[src/rtl/vic_pkg.sv]
package vic_pkg;
    localparam int DATA_W  = 32;
    localparam int RADDR_W = 6;
    localparam int CH_W    = 5;
    localparam int CH_N    = 1 << CH_W;

    typedef struct packed {
        logic            en;
        logic [CH_W-1:0] ch;
    } slot_ctl_t;

    typedef enum logic [RADDR_W-1:0] {
        REG_RAW = 6'h00,
        REG_MSK = 6'h01,
        REG_ENA = 6'h02,
        REG_VEC = 6'h03,
        REG_DEF = 6'h04
    } reg_id_t;

    localparam logic [RADDR_W-1:0] SLOT_CTL_BASE = 6'h10;
    localparam logic [RADDR_W-1:0] SLOT_ADR_BASE = 6'h20;

    function automatic logic [DATA_W-1:0] ctl_word(slot_ctl_t c);
        return DATA_W'(c);
    endfunction
endpackage

[src/rtl/vic_prio.sv]
module vic_prio
    import vic_pkg::*;
#(
    parameter int SRC_N  = 32,
    parameter int SLOT_N = 16
) (
    input  logic              clk,
    input  logic              rst,
    input  slot_ctl_t         ctl [SLOT_N],
    input  logic [DATA_W-1:0] adr [SLOT_N],
    input  logic [SRC_N-1:0]  act,
    input  logic [DATA_W-1:0] def_addr,
    output logic              hit,
    output logic [DATA_W-1:0] vec_addr
);
    logic [CH_N-1:0]   act_pad;
    logic [SLOT_N-1:0] qual;

    assign act_pad = CH_N'(act);

    for (genvar i = 0; i < SLOT_N; i++) begin : g_qual
        assign qual[i] = ctl[i].en && act_pad[ctl[i].ch];
    end

    always_comb begin
        hit      = 1'b0;
        vec_addr = def_addr;
        for (int i = SLOT_N - 1; i >= 0; i--) begin
            if (qual[i]) begin
                hit      = 1'b1;
                vec_addr = adr[i];
            end
        end
    end


    default_vec_chk: assert property (@(posedge clk) disable iff (rst)
        (act == '0) |-> (!hit && vec_addr == def_addr));
endmodule

[src/rtl/vic_regs.sv]
module vic_regs
    import vic_pkg::*;
#(
    parameter int SRC_N  = 32,
    parameter int SLOT_N = 16
) (
    input  logic               clk,
    input  logic               rst,
    input  logic               wr_en,
    input  logic               rd_en,
    input  logic [RADDR_W-1:0] addr,
    input  logic [DATA_W-1:0]  wdata,
    input  logic [SRC_N-1:0]   req,
    input  logic [DATA_W-1:0]  prio_addr,
    output logic [SRC_N-1:0]   ena_q,
    output logic [DATA_W-1:0]  def_q,
    output slot_ctl_t          ctl_q [SLOT_N],
    output logic [DATA_W-1:0]  adr_q [SLOT_N],
    output logic [DATA_W-1:0]  rdata
);
    logic              lock_q;
    logic [DATA_W-1:0] vec_cur;
    logic [DATA_W-1:0] rd_mux;
    logic              rd_vec, wr_vec;

    assign rd_vec = rd_en && addr == REG_VEC;
    assign wr_vec = wr_en && addr == REG_VEC;

    for (genvar i = 0; i < SLOT_N; i++) begin : g_slot
        always_ff @(posedge clk) begin
            if (rst) begin
                ctl_q[i] <= '0;
                adr_q[i] <= '0;
            end else begin
                if (wr_en && addr == SLOT_CTL_BASE + RADDR_W'(i))
                    ctl_q[i] <= slot_ctl_t'(wdata[CH_W:0]);
                if (wr_en && addr == SLOT_ADR_BASE + RADDR_W'(i))
                    adr_q[i] <= wdata;
            end
        end
    end

    always_comb begin
        rd_mux = '0;
        case (addr)
            REG_RAW: rd_mux = DATA_W'(req);
            REG_MSK: rd_mux = DATA_W'(req & ena_q);
            REG_ENA: rd_mux = DATA_W'(ena_q);
            REG_VEC: rd_mux = vec_cur;
            REG_DEF: rd_mux = def_q;
            default: begin
                for (int i = 0; i < SLOT_N; i++) begin
                    if (addr == SLOT_CTL_BASE + RADDR_W'(i)) rd_mux = ctl_word(ctl_q[i]);
                    if (addr == SLOT_ADR_BASE + RADDR_W'(i)) rd_mux = adr_q[i];
                end
            end
        endcase
    end

    always_ff @(posedge clk) begin
        if (rst) begin
            ena_q   <= '0;
            def_q   <= '0;
            lock_q  <= 1'b0;
            vec_cur <= '0;
            rdata   <= '0;
        end else begin
            if (wr_en && addr == REG_ENA) ena_q <= wdata[SRC_N-1:0];
            if (wr_en && addr == REG_DEF) def_q <= wdata;
            if (wr_vec)      lock_q <= 1'b0;
            else if (rd_vec) lock_q <= 1'b1;
            if ((!lock_q || wr_vec) && !rd_vec) vec_cur <= prio_addr;
            if (rd_en) rdata <= rd_mux;
        end
    end


    vec_freeze_chk: assert property (@(posedge clk) disable iff (rst)
        (rd_vec && lock_q && !wr_en) |=> (rdata == $past(vec_cur)));

    masked_read_chk: assert property (@(posedge clk) disable iff (rst)
        (rd_en && addr == REG_MSK) |=> (rdata == DATA_W'($past(req) & $past(ena_q))));

    ena_read_chk: assert property (@(posedge clk) disable iff (rst)
        (rd_en && !wr_en && addr == REG_ENA) |=> (rdata == DATA_W'($past(ena_q))));
endmodule

[src/rtl/vic_core.sv]
module vic_core
    import vic_pkg::*;
#(
    parameter int SRC_N  = 32,
    parameter int SLOT_N = 16
) (
    input  logic               clk,
    input  logic               rst,
    input  logic [SRC_N-1:0]   irq_req,
    input  logic               reg_wr,
    input  logic               reg_rd,
    input  logic [RADDR_W-1:0] reg_addr,
    input  logic [DATA_W-1:0]  reg_wdata,
    output logic [DATA_W-1:0]  reg_rdata,
    output logic               irq_o
);
    logic [SRC_N-1:0]  ena_q;
    logic [DATA_W-1:0] def_q;
    slot_ctl_t         ctl_q [SLOT_N];
    logic [DATA_W-1:0] adr_q [SLOT_N];
    logic              hit;
    logic [DATA_W-1:0] prio_addr;
    logic [SRC_N-1:0]  act;

    assign act   = irq_req & ena_q;
    assign irq_o = |act;

    vic_regs #(.SRC_N(SRC_N), .SLOT_N(SLOT_N)) u_regs (
        .clk(clk), .rst(rst), .wr_en(reg_wr), .rd_en(reg_rd), .addr(reg_addr),
        .wdata(reg_wdata), .req(irq_req), .prio_addr(prio_addr),
        .ena_q(ena_q), .def_q(def_q), .ctl_q(ctl_q), .adr_q(adr_q), .rdata(reg_rdata)
    );

    vic_prio #(.SRC_N(SRC_N), .SLOT_N(SLOT_N)) u_prio (
        .clk(clk), .rst(rst), .ctl(ctl_q), .adr(adr_q), .act(act),
        .def_addr(def_q), .hit(hit), .vec_addr(prio_addr)
    );


    hit_raises_irq_chk: assert property (@(posedge clk) disable iff (rst)
        hit |-> irq_o);
endmodule

[config.mk]
export PLATFORM = sky130hd
export DESIGN_NAME = vic_core
export DESIGN_NICKNAME = d
export VERILOG_FILES = /design/src/rtl/vic_pkg.sv /design/src/rtl/vic_prio.sv /design/src/rtl/vic_regs.sv /design/src/rtl/vic_core.sv
export SDC_FILE = /design/constraint.sdc
export NUM_CORES = 2
export LEC_CHECK = 0
export BUFFER_PORTS_ARGS = -buffer_cell sky130_fd_sc_hd__buf_2
export CAP_MARGIN = 20
export CORE_ASPECT_RATIO = 1.75
export CORE_MARGIN = 1
export CORE_UTILIZATION = 60
export DETAILED_ROUTE_END_ITERATION = 7
export PLACE_DENSITY = 0.76
export RECOVER_POWER = 50
export SLEW_MARGIN = 20
export SYNTH_ARGS = -nofsm -noshare
export SYNTH_HDL_FRONTEND = slang
export SYNTH_SLANG_ARGS = --single-unit
[constraint.sdc]
create_clock -name clk -period 10.3 [get_ports clk]
set_input_delay 2.06 -clock clk [delete_from_list [all_inputs] [get_ports clk]]
set_output_delay 2.06 -clock clk [all_outputs]
set_load 0.01 [all_outputs]
==> results of run 1 <==
routing by layer:
metal	overflow	global-route usage, %
met5	1	22.7
met4	27	71.7
met3	0	52.3
met2	14	91.0
met1	0	76.7
kinds of logic after synthesis:
kind of cell | share of synthesized area, %
flops | 36.0
compound gates | 27.1
buf+inv | 6.30
simple gates | 23.1
mux | 7.47
metrics by stage:
stage	hold slack, ns	utilization (%)	setup slack, ns	cells	cell area [sq um]
floorplan	0.436	-	5.34	5530	41000
global placement	0.445	61.6	3.86	6056	41500
detailed placement	0.447	61.6	3.74	6056	41500
CTS	0.470	65.1	4.37	6178	44000
==> summary.txt, run 1 <==
Logic synthesis
  – Synth area leader: dfxtp_1
  – Seq cells post-synth: 737
  – Register area share after synthesis: 36.0%
  – Mapped Cells: 5530
  – Synth warn: 0
  – Post-synthesis async set-or-reset flop share: 0%
  – Area contributors post-synth: dfxtp_1 36%, nand2_1 14%, a21oi_1 9.4%
  – Area share of the largest cell type after synthesis: 36.0%
  – Syn avg cell area: 7.42 sq um
  – Most common cell in the netlist: nand2_1
  – Most frequent cells after synthesis: 1479 x nand2_1, 773 x a21oi_1, 737 x dfxtp_1, 490 x clkbuf_1, 272 x nor2_1
  – Post-synth EDFFs: 0
  – Post-synthesis cell area: 41000 sq um
  – Top FF cell, synth: dfxtp_1
  – Mapped Nets: 5604
  – Yosys cell types: 91

Floorplan
  – Die X: 200 microns
  – Die Ht: 348 microns
  – Initial Util: 60.8%
  – Num ports: 107
  – Row count: 126

CTS
  – Hold buffers post-CTS: 0
  – CTS Buf Count: 68
  – Postcts setup bufs: 0
  – H-Tree Depth: 3
  – Sink Count: 737
  – Clk root buf: clkbuf_16
  – Clock Tree Buf Depth: 3
  – Cts repair resizes: 0

Global route
  – First-pass GRT wire length: 372 mm
  – Vias in the first global route: 50500
  – All-Layer GR Usage: 73.5%
  – Gr ovfl total: 42
  – Largest net degree at the start of global routing: 191

Outcome
  – Run Error: [ERROR GRT-0116] Global routing finished with congestion. Check the congestion regions in the DRC Viewer.
  – Last stage: 5_1_grt
  – Status: did not finish

Place
  – Routability cong.: 1.16
  – Port buffer count: 106
  – Hpwl dp: 151 mm
==> inputs of run 2 (changes only) <==
- CORE_ASPECT_RATIO: 1.75 -> not set
- CORE_UTILIZATION: 60 -> 40
- PLACE_DENSITY: 0.76 -> not set
- PLACE_DENSITY_LB_ADDON: not set -> 0.15
==> run 2 against run 1 <==
  * The flow now finishes, with violations (max-capacitance violations, max-slew violations)
  * Synthesized area stayed put
  * Synthesized cell count is the same
==> summary.txt, run 2 <==
Global route
  – Gr ovfl total: 0
  – All-Layer GR Usage: 43.3%
  – Largest net degree at the start of global routing: 189
  – Antenna violations before repair: 14
  – First-pass GRT wire length: 321 mm
  – Vias in the first global route: 41800

Place
  – Area post-placement: 42300 sq um (+2.0%)
  – Hpwl dp: 148 mm (-2.0%)
  – Port buffer count: 106 (unchanged)
  – Routability cong.: 1.11 (-4.8%)

Layout
  – Finished Core Util: 44.5%
  – Multi-input logic area: 24100 sq um
  – Commonest non-fill, non-tap cell in the layout: nand2_1
  – Area grow syn2layout: 10.3%
  – Biggest regs: u_regs.adr_q (512), u_regs.ctl_q (96)
  – Largest register FFs: 512
  – Most frequent cells in the layout: 1468 x nand2_1, 773 x a21oi_1, 737 x dfxtp_1, 254 x nor2_1, 200 x a22oi_1
  – Seq. cell area: 14800 sq um
  – Register bank with the most flops: u_regs.adr_q
  – # nets final: 5341
  – Fin area: 45300 sq um
  – Filler cells: 10400
  – Layout cells sized above 1: 9.49%

Logic synthesis
  – Most frequent cells after synthesis: 1479 x nand2_1, 773 x a21oi_1, 737 x dfxtp_1, 490 x clkbuf_1, 272 x nor2_1
  – Post-synthesis cell area: 41000 sq um (unchanged)
  – Most common cell in the netlist: nand2_1
  – Top FF cell, synth: dfxtp_1
  – Mapped Cells: 5530 (unchanged)
  – Synth warn: 0 (unchanged)
  – Mapped Nets: 5604 (unchanged)
  – Area contributors post-synth: dfxtp_1 36%, nand2_1 14%, a21oi_1 9.4%
  – Seq cells post-synth: 737 (unchanged)
  – Post-synth EDFFs: 0 (unchanged)
  – Synth area leader: dfxtp_1
  – Post-synthesis async set-or-reset flop share: 0% (unchanged)
  – Register area share after synthesis: 36.0% (unchanged)
  – Yosys cell types: 91 (unchanged)
  – Syn avg cell area: 7.42 sq um (unchanged)
  – Area share of the largest cell type after synthesis: 36.0% (unchanged)

Timing
  – Hold WS: 0.458 ns
  – Slew Viols, Final: 431
  – Worst rel slew slack: -127%
  – Sum Neg Setup Slack: 0 ns
  – Final Cycle Share: 81.1%
  – Min Tclk post-route: 8.36 ns
  – Hold Fails Final Rpt: 0
  – Slew @ Worst Pin: 3.41 ns
  – Final setup violation count: 0
  – Fin Clk Skew: 0.0433 ns
  – Fmax: 0.120 GHz
  – RSZ-0062 raised after global routing: false

Worst setup path
  – Crit path max-delay cell type: clkbuf_1
  – Max incr delay on CP: 2.21 ns
  – Bufs and invs on worst path: 3
  – Crit. Startpoint: reg_addr[0]
  – R2r startpoint: u_regs.ena_q[5]$_SDFFE_PP0P_
  – Family with the most delay on the worst path: simple AND/OR/NAND/NOR gates
  – Setup crit start kind: input pin
  – Crit-path max FO: 37
  – Crit-path cells: clkbuf_1 -> clkbuf_1 -> nand2b_1 -> nor2_4 -> clkbuf_1 -> nand2_1 -> nand2_1 -> a21oi_1
  – Most used cell, CP: clkbuf_1
  – WP data required: 10.82 ns
  – CP arrival: 8.88 ns
  – Worst Setup End Kind: register
  – Worst setup path category: in2reg

Floorplan
  – Die area: 104000 sq um
  – Initial Util: 40.3% (-20 points)
  – Die X: 322 microns (+61%)
  – Row count: 117 (-7.1%)
  – Die Ht: 322 microns (-7.4%)
  – Num ports: 107 (unchanged)
  – Placeable core area: 102000 sq um

Min path
  – Hold crit path type: reg2reg
  – Hold Path Origin: u_regs.adr_q[417]$_SDFFE_PP0P_

CTS
  – Reg clk slew, reported paths: 0.06 ns
  – Clock Tree Buf Depth: 3 (unchanged)
  – CTS tree: done
  – Sink Count: 737 (unchanged)
  – Cts repair resizes: 0 (unchanged)
  – Clk root buf: clkbuf_16
  – Hold buffers post-CTS: 0 (unchanged)
  – Clk_lat worst skew: 0.71 ns
  – CTS Buf Count: 84 (+24%)
  – H-Tree Depth: 3 (unchanged)
  – Postcts setup bufs: 0 (unchanged)

Outcome
  – Status: complete, but fails checks
  – Failing checks: max-capacitance violations, max-slew violations

Pwr
  – Static Leak: 14.5 nW
  – Worst VDD drop: 0.133 mV
  – Cell Pwr Density: 145 nW/um^2

Route
  – Post-route ant nets: 0
  – Vias: 46000
  – DR vias/cell: 6.86
  – Final WL: 232 mm
  – Drt first-iter violations: 7955
  – # DRC: 0
  – DR WL/cell: 34.6 microns
  – DRT Pass-1 Iters: 7

Run
  – Number of max-cap violations: 15
-- run 2: cell type report --
class,instances,area share (%)
antenna,9,0.0497
clock buffer,117,5.46
clock inverter,36,1.23
inverter,67,0.555
multi-input combinational,4142,53.2
sequential,737,32.6
tap,1368,3.78
timing repair buffer,235,3.18
-- run 2: stage by stage --
stage               cells  power, mW  setup slack [ns]
global route         6703       6.67              2.24
global placement     6547       3.26              4.00
finish               6711       6.56              1.94
CTS                  6702       6.54              4.59
detailed placement   6549       3.26              3.87
floorplan            5530       3.11              5.34
-- run 2: per-layer routing --
layer	part of all wire [%]	GRT usage, %	wire length [microns]
met5	0.058	0.185	134
met4	8.5	30.9	19800
met3	14	16.0	32700
met2	41	62.1	94500
met1	37	53.3	85000
-- run 2: report_power, final --
part | internal (mW) | switching, mW | total [mW]
logic | 0.0650 | 0.264 | 0.329
registers | 2.87 | 0.0207 | 2.89
clock network | 1.96 | 1.38 | 3.34
-- run 2: worst reg2reg max path, delay by kind of cell, from the launching register on --
kind	cells	cell delay, ns
multiplexers	1	0.57
buffers and inverters	2	0.84
AO/OA/AOI/OAI	3	0.93
flip-flops	1	0.68
AND/OR/NAND/NOR	5	1.99
-- run 2: cell families after synthesis --
kind of cell	synth area share, %
and+or+nand+nor	23.1
AOI/OAI and AO/OA	27.1
DFF	36.0
buffers and inverters	6.30
muxes	7.47
-- run 2: final timing paths --
path | end | slack [ns] | cells past startpoint
min | u_regs.adr_q[417]$_SDFFE_PP0P_ | 0.46 | 2
max reg2reg | u_regs.vec_cur[4]$_SDFFE_PP0P_ | 5.17 | 11
max | u_regs.adr_q[440]$_SDFFE_PP0P_ | 1.94 | 8
min reg2reg | u_regs.adr_q[417]$_SDFFE_PP0P_ | 0.46 | 2
No activity file was read; power rests on OpenSTA's default activity.
